## config.mk

```make
export PLATFORM = sky130hd
export DESIGN_NAME = strobe_regfile_slave
export DESIGN_NICKNAME = d
export VERILOG_FILES = /design/src/rtl/strobe_regfile_slave.sv
export SDC_FILE = /design/constraint.sdc
export NUM_CORES = 1
export LEC_CHECK = 0
export BUFFER_PORTS_ARGS = -buffer_cell sky130_fd_sc_hd__buf_2
export CAP_MARGIN = 25
export CORE_UTILIZATION = 64
export CTS_BUF_LIST = sky130_fd_sc_hd__clkbuf_8
export DETAILED_ROUTE_END_ITERATION = 10
export GPL_ROUTABILITY_DRIVEN = 0
export PLACE_DENSITY_LB_ADDON = 0.12
export RECOVER_POWER = 25
export SLEW_MARGIN = 25
export SYNTH_ARGS = -nofsm -noshare
export SYNTH_HDL_FRONTEND = slang
export SYNTH_SLANG_ARGS = --single-unit
```

## constraint.sdc

```tcl
create_clock -name clk -period 3.1 [get_ports clk]
set_clock_uncertainty 0.15 [all_clocks]
set_input_delay 0.62 -clock clk [delete_from_list [all_inputs] [get_ports clk]]
set_output_delay 0.62 -clock clk [all_outputs]
set_load 0.03 [all_outputs]
```

## src/rtl/strobe_regfile_slave.sv

```systemverilog
module strobe_regfile_slave #(
  parameter int          DW        = 32,
  parameter int          AW        = 8,
  parameter logic [31:0] VERSION   = 32'h0001_0000,
  parameter logic [31:0] MODE_INIT = 32'h0000_0000,
  parameter logic [31:0] MUX_INIT  = 32'h0000_0000,
  parameter logic [31:0] DISP_INIT = 32'h0000_0000,
  parameter int          PULSE_CYC = 16
) (
  input  logic          clk,
  input  logic          rst_n,
  input  logic          ser_clk,
  input  logic          ser_stb_n,
  input  logic          ser_din,
  output logic          ser_dout,
  output logic          ser_dout_en,
  input  logic [DW-1:0] sw_in,
  output logic          sys_rst_req
);
  localparam int FW  = DW + AW;
  localparam int BCW = $clog2(DW);
  localparam int PCW = $clog2(PULSE_CYC + 1);
  localparam logic [AW-1:0] A_MODE = AW'(8'h00);
  localparam logic [AW-1:0] A_MUX  = AW'(8'h01);
  localparam logic [AW-1:0] A_DISP = AW'(8'h02);
  localparam logic [AW-1:0] A_SW   = AW'(8'h08);
  localparam logic [AW-1:0] A_RST  = AW'(8'h80);
  localparam logic [AW-1:0] A_VER  = AW'(8'hFF);

  logic [2:0]    s1, s2;
  logic          clk_d;
  logic [DW-1:0] sw1, sw_q;

  always_ff @(posedge clk or negedge rst_n)
    if (!rst_n) begin
      s1 <= 3'b010; s2 <= 3'b010; clk_d <= 1'b0;
      sw1 <= '0; sw_q <= '0;
    end else begin
      s1 <= {ser_clk, ser_stb_n, ser_din};
      s2 <= s1;
      clk_d <= s2[2];
      sw1 <= sw_in;
      sw_q <= sw1;
    end

  wire clk_rise  = s2[2] & ~clk_d;
  wire clk_fall  = ~s2[2] & clk_d;
  wire stb_s     = s2[1];
  wire din_s     = s2[0];
  wire cmd       = clk_rise & ~stb_s;
  wire wr_commit = cmd & din_s;
  wire rd_start  = cmd & ~din_s;

  logic [FW-1:0] rx_q;
  always_ff @(posedge clk or negedge rst_n)
    if (!rst_n)                rx_q <= '0;
    else if (clk_rise & stb_s) rx_q <= {rx_q[FW-2:0], din_s};

  wire [AW-1:0] addr    = rx_q[AW-1:0];
  wire [DW-1:0] wr_data = rx_q[FW-1:AW];

  logic [DW-1:0] mode_q, mux_q, disp_q, rst_q;
  logic [PCW-1:0] pcnt;

  always_ff @(posedge clk or negedge rst_n)
    if (!rst_n) begin
      mode_q <= DW'(MODE_INIT);
      mux_q  <= DW'(MUX_INIT);
      disp_q <= DW'(DISP_INIT);
    end else if (wr_commit) begin
      if (addr == A_MODE) mode_q <= wr_data;
      if (addr == A_MUX)  mux_q  <= wr_data;
      if (addr == A_DISP) disp_q <= wr_data;
    end

  wire rst_hit = wr_commit && addr == A_RST;

  always_ff @(posedge clk or negedge rst_n)
    if (!rst_n) begin
      rst_q <= '0;
      pcnt  <= '0;
    end else begin
      if (rst_hit)                    rst_q <= wr_data;
      else if (pcnt == PCW'(1))       rst_q <= '0;
      if (rst_hit && wr_data == DW'(1)) pcnt <= PCW'(PULSE_CYC);
      else if (pcnt != '0)            pcnt <= pcnt - PCW'(1);
    end

  assign sys_rst_req = pcnt != '0;

  logic [DW-1:0] rd_data;
  always_comb
    case (addr)
      A_MODE:  rd_data = mode_q;
      A_MUX:   rd_data = mux_q;
      A_DISP:  rd_data = disp_q;
      A_SW:    rd_data = sw_q;
      A_RST:   rd_data = rst_q;
      A_VER:   rd_data = DW'(VERSION);
      default: rd_data = '0;
    endcase

  logic [DW-1:0]  out_q;
  logic           rd_act;
  logic [BCW-1:0] bcnt;

  always_ff @(posedge clk or negedge rst_n)
    if (!rst_n) begin
      out_q  <= '0;
      rd_act <= 1'b0;
      bcnt   <= '0;
    end else if (rd_start) begin
      out_q  <= rd_data;
      rd_act <= 1'b1;
      bcnt   <= '0;
    end else if (rd_act && clk_fall && stb_s) begin
      out_q <= {out_q[DW-2:0], 1'b0};
      bcnt  <= bcnt + BCW'(1);
      if (bcnt == BCW'(DW - 1)) rd_act <= 1'b0;
    end

  assign ser_dout_en = rd_act;
  assign ser_dout    = rd_act ? out_q[DW-1] : 1'b1;
endmodule


```

# Yosys cells after proc, flatten, opt, wreduce, memory -nomap -nowiden
# Index checks and enable logic that the tools add are counted.
# word_totals
ff_bits	282
latchBits	0
ramBits	0
mem_bits_ro	0
input_bits	37
output_inout_bits	3
word_cells	61
memories	0
# op_classes
add_sub_neg	2
n_mul	0
n_div	0
n_lt_le_gt_ge	0
eq_ne	8
shifts	0
n_mux	13
n_bitwise	10
n_reduce_logical	14
# ops
operator	n
32-bit one-hot mux with 6 select lines	1
32-bit 2-to-1 mux	4
32-bit by 1-bit == test with 1-bit output (second input constant)	1
5-bit 2-to-1 mux	4
8-bit == test (second input constant)	2
8-bit by 1-bit == test with 1-bit output (second input constant)	1
8-bit by 2-bit == test with 1-bit output (second input constant)	1
8-bit by 4-bit == test with 1-bit output (second input constant)	1
8-bit zero test	1
2-bit AND reduction	4
2-bit nonzero test	4
1-bit bitwise AND	6
5-bit by 1-bit adder with 5-bit output (second input constant)	1
5-bit by 1-bit == test with 1-bit output (second input constant)	1
5-bit == test (second input constant)	1
5-bit nonzero test	1
5-bit by 1-bit subtractor with 5-bit output (second input constant)	1
1-bit logical AND	4
1-bit 2-to-1 mux	4
1-bit inverter	4

# Depth between registers and ports, before layout
# depth
word_depth	7
depth_mapped	7
depth_no_buf	6

# Worst setup path after synthesis
# No wires, ideal clock.
# synth_path
path_kind	register -> register
start	register rx_q[5]
end	register mux_q[10]
setup_time_ns	0.127
arrival_time_ns	1.961
required_ns	2.823
setup_slack_ns	0.862
stages_incl_launch_ff	6
path_buffers	1
synth_period_minus_slack_ns	2.238
cell_sequence	dfrtp_1 > or4_4 > or3_4 > nor2_4 > buf_6 > mux2_1
# synth_between
elab_chain_len	2
# synth_lines
element	line	text
start, declared	54	logic [FW-1:0] rx_q;
start signal, assigned	57	else if (clk_rise & stb_s) rx_q <= {rx_q[FW-2:0], din_s};
8-bit by 1-bit == test with 1-bit output	72	if (addr == A_MUX) mux_q <= wr_data;
2-bit AND reduction (no line)	n/a	
end signal, assigned	68	mux_q <= DW'(MUX_INIT);
end signal, assigned	72	
end, declared	62	logic [DW-1:0] mode_q, mux_q, disp_q, rst_q;
# Every way passes these cells.
# A chain may end at the register's enable or synchronous reset.

# Worst setup path in the final report
# layout_path
start	register rx_q[5]
end	register mux_q[23]
# The elaborated chain is that of the path after synthesis.

==> flow_results.xml <==
<?xml version="1.0" encoding="UTF-8"?>
<metrics>
  <group name="status">
    <metric name="status" unit="">completed</metric>
  </group>
  <group name="logic_synthesis">
    <metric name="asyncSetResetFlopFracSynth" unit="%">100.0</metric>
    <metric name="share_of_the_yosys_chip_area_belonging_to_registers" unit="%">63.52</metric>
    <metric name="yosys-top-cells-area" unit="">dfrtp_1 (63%), mux2_2 (7.9%), mux2_1 (6.0%), mux2i_1 (5.6%), a22o_1 (2.5%)</metric>
    <metric name="number_of_flops_mapped_to_enable_cells_by_yosys" unit="">0</metric>
    <metric name="synth.top_cell.area_share" unit="%">63.05</metric>
    <metric name="synth-warning-count" unit="">0</metric>
    <metric name="synth_flop_cell" unit="">dfrtp_1</metric>
    <metric name="ys_ff_latch" unit="">282</metric>
    <metric name="netlist_instances" unit="">749</metric>
    <metric name="synth.net_count" unit="">790</metric>
    <metric name="syn-mean-instance-area" unit="um2">14.84</metric>
    <metric name="netlist-cell-type-count" unit="">50</metric>
    <metric name="syn-cell-area" unit="mm2">0.01111</metric>
    <metric name="synth_top_area_cell" unit="">dfrtp_1</metric>
  </group>
  <group name="sta">
    <metric name="hold_violations" unit="">0</metric>
    <metric name="setup_viol" unit="">0</metric>
    <metric name="max_slew_violation_total_from_the_final_report" unit="">0</metric>
    <metric name="final.period_utilization" unit="%">80.91</metric>
    <metric name="setup_repair_after_global_routing_missed_its_margin" unit="">no</metric>
    <metric name="tightest_slew" unit="ps">669.0</metric>
    <metric name="finalCriticalPeriod" unit="ps">2508</metric>
    <metric name="max_slew_margin" unit="%">55.40</metric>
    <metric name="fmax" unit="MHz">398.7</metric>
    <metric name="setup_total_negative_slack" unit="ps">0</metric>
    <metric name="finalHoldWorstSlack" unit="ps">27.41</metric>
  </group>
  <group name="cells_and_area">
    <metric name="layout-drive-gt1-share" unit="%">27.65</metric>
    <metric name="finished_core_util" unit="%">74.57</metric>
    <metric name="num_antenna_cells" unit="">0</metric>
    <metric name="finalNetCount" unit="">855</metric>
    <metric name="mostFrequentLayoutCell" unit="">dfrtp_1</metric>
    <metric name="mostFrequentLayoutCells" unit="">dfrtp_1 (279), mux2_2 (78), mux2i_1 (62)</metric>
    <metric name="area_growth_syn_to_layout" unit="%">12.46</metric>
    <metric name="design_area" unit="mm2">0.01250</metric>
    <metric name="fillCellCount" unit="">1063</metric>
  </group>
  <group name="floorplanning">
    <metric name="top_level_ports" unit="">40</metric>
    <metric name="width_of_the_die" unit="um">133.8</metric>
    <metric name="dieHeight" unit="um">133.8</metric>
    <metric name="core" unit="mm2">0.01676</metric>
    <metric name="initial_core_util" unit="%">66.31</metric>
    <metric name="die_area" unit="mm2">0.01790</metric>
    <metric name="std_cell_rows" unit="">47</metric>
  </group>
  <group name="routing">
    <metric name="route.detailed.vias_per_inst" unit="">6.354</metric>
    <metric name="number_of_remaining_drc_errors" unit="">0</metric>
    <metric name="detailedRoute.firstIterationViolations" unit="">343</metric>
    <metric name="vias" unit="">6729</metric>
    <metric name="postRouteAntennaNets" unit="">0</metric>
    <metric name="finalWirelength" unit="um">23480</metric>
    <metric name="dr.pass1.iters" unit="">4</metric>
    <metric name="wire_per_inst" unit="um">22.17</metric>
  </group>
  <group name="clocking">
    <metric name="clk_latency" unit="ps">540</metric>
    <metric name="clock_tree.buffer_depth" unit="">3</metric>
    <metric name="htreeDepth" unit="">2</metric>
    <metric name="clkSlewWorstSetupHoldPaths" unit="ps">60</metric>
    <metric name="cts_made_buffers" unit="">45</metric>
    <metric name="post-cts-setup-buffers" unit="">0</metric>
    <metric name="clockRootBuffer" unit="">clkbuf_8</metric>
    <metric name="sink_count_of_the_clock_tree" unit="">282</metric>
    <metric name="cts_tree" unit="">done</metric>
  </group>
  <group name="power_and_ir_drop">
    <metric name="p_leak" unit="uW">0.006003</metric>
    <metric name="power.total" unit="uW">7812</metric>
    <metric name="power-per-cell-area" unit="mW/mm2">625.1</metric>
    <metric name="ir_worst_vdd" unit="uV">463.9</metric>
  </group>
  <group name="global_routing">
    <metric name="grt_pass1_vias" unit="">7164</metric>
    <metric name="grt_first_pass_wirelength" unit="um">38640</metric>
    <metric name="grt_start_max_net_pins" unit="">86</metric>
    <metric name="track_usage" unit="%">28.13</metric>
    <metric name="grt-ovfl-total" unit="">0</metric>
    <metric name="antenna_found_initial" unit="">0</metric>
  </group>
  <group name="worst_setup_path">
    <metric name="timing.critical_path.to_type" unit="">flop</metric>
    <metric name="r2r.worst_path.cells" unit="">5</metric>
    <metric name="crit_path_dat" unit="ps">2760</metric>
    <metric name="startpoint" unit="">rx_q[5]</metric>
    <metric name="critical_path_peak_fanout" unit="">17</metric>
    <metric name="critPathRequiredTime" unit="ps">3350</metric>
    <metric name="timing.critical_path.from_type" unit="">flop</metric>
    <metric name="class_of_the_most_critical_setup_path" unit="">reg -&gt; reg</metric>
    <metric name="r2r_start" unit="">rx_q[5]</metric>
  </group>
  <group name="hold_path">
    <metric name="timing.hold.worst_path_depth" unit="">1</metric>
    <metric name="hold_path.startpoint" unit="">ser_stb_n</metric>
    <metric name="min_path_type" unit="">in -&gt; reg</metric>
  </group>
  <group name="placed_design">
    <metric name="dp.final_hpwl" unit="um">13900</metric>
    <metric name="placed_area" unit="mm2">0.01166</metric>
    <metric name="port_buffers" unit="">39</metric>
  </group>
  <group name="run">
    <metric name="drv_cap" unit="">0</metric>
  </group>
</metrics>
-- state kept, by name (all words and copies together) (netlist names) --
signal,count
rx_q,40
disp_q,32
mode_q,32
mux_q,32
out_q,32
rst_q,32
sw1,32
sw_q,32
bcnt,5
pcnt,5
s1,3
s2,3
clk_d,1
ser_dout_en,1
-- through the flow --
stage | worst slack [ps] | std cells
after detailed placement | 639.8 | 986
after floorplan | 861.6 | 749
final | 591.7 | 1059
after global placement | 712.6 | 986
after CTS | 606.4 | 1059
after global routing | 540.3 | 1059
-- cells by family (layout without fill, tap and decap cells) --
logic type	Yosys count	in the layout	share of synthesized area, %
AOI/OAI and AO/OA	139	139	10.49
xor gates and xnor gates	5	5	0.3941
adders and majority gates	4	4	0.4504
buffers and inverters	51	141	2.207
DFF	282	282	63.52
muxes	199	199	19.47
and+or+nand+nor	69	69	3.468
-- synthesized netlist by cell type (all sizes together) (5+ instances only) --
library cell and count:
dfrtp 280, mux2 137, mux2i 62, a22o 32, o22ai 31, a221oi 30
o2bb2ai 29, buf 28, clkbuf 21, nand2 17, nor2 17, nor4 7
nand4 5
-- power breakdown --
group | leakage [uW] | internal, uW | total (uW) | switching (uW)
registers | 0.00374 | 3860 | 4030 | 171
clock network | 0.000465 | 1560 | 2920 | 1350
logic | 0.00180 | 329 | 864 | 535
-- critical path, cell delays in order, from the launching register on --
cell	delay [ps]
dfrtp_1	420
or4_4	600
or3_4	370
nor2_4	120
buf_4	340
mux2_1	370
-- layout make-up --
cell class | instances | area [um2] | area share, %
clock inverter | 18 | 86.33 | 0.6908
sequential | 282 | 7061 | 56.49
timing repair buffer | 67 | 480.5 | 3.844
multi-input combinational | 416 | 3845 | 30.76
clock buffer | 54 | 743.2 | 5.947
tap | 220 | 275.3 | 2.202
inverter | 2 | 7.507 | 0.06007
-- what timing repair did --
item | in CTS | in global routing
hold buffers | 1 | 0
gates resized for setup | 0 | 0
endpoints found under the hold margin | 80 | 0
-- per-layer routing --
layer	vias up	GRT usage, %	share of wire (%)
li1	2958	-	-
met1	3531	38.49	43
met2	192	46.06	50
met3	48	4.384	4.3
met4	0	10.42	2.4
met5	-	0	0
-- path summary, 6_finish.rpt --
path	end	slack, ps
setup / recovery	mux_q[23]	590
setup reg to reg	mux_q[23]	590
hold reg to reg	sw_q[31]	180
hold / removal	s1[1]	30
max in group asynchronous	s2[1]	1500
min in group asynchronous	sw_q[10]	540
No activity file was read; power rests on OpenSTA's default activity.
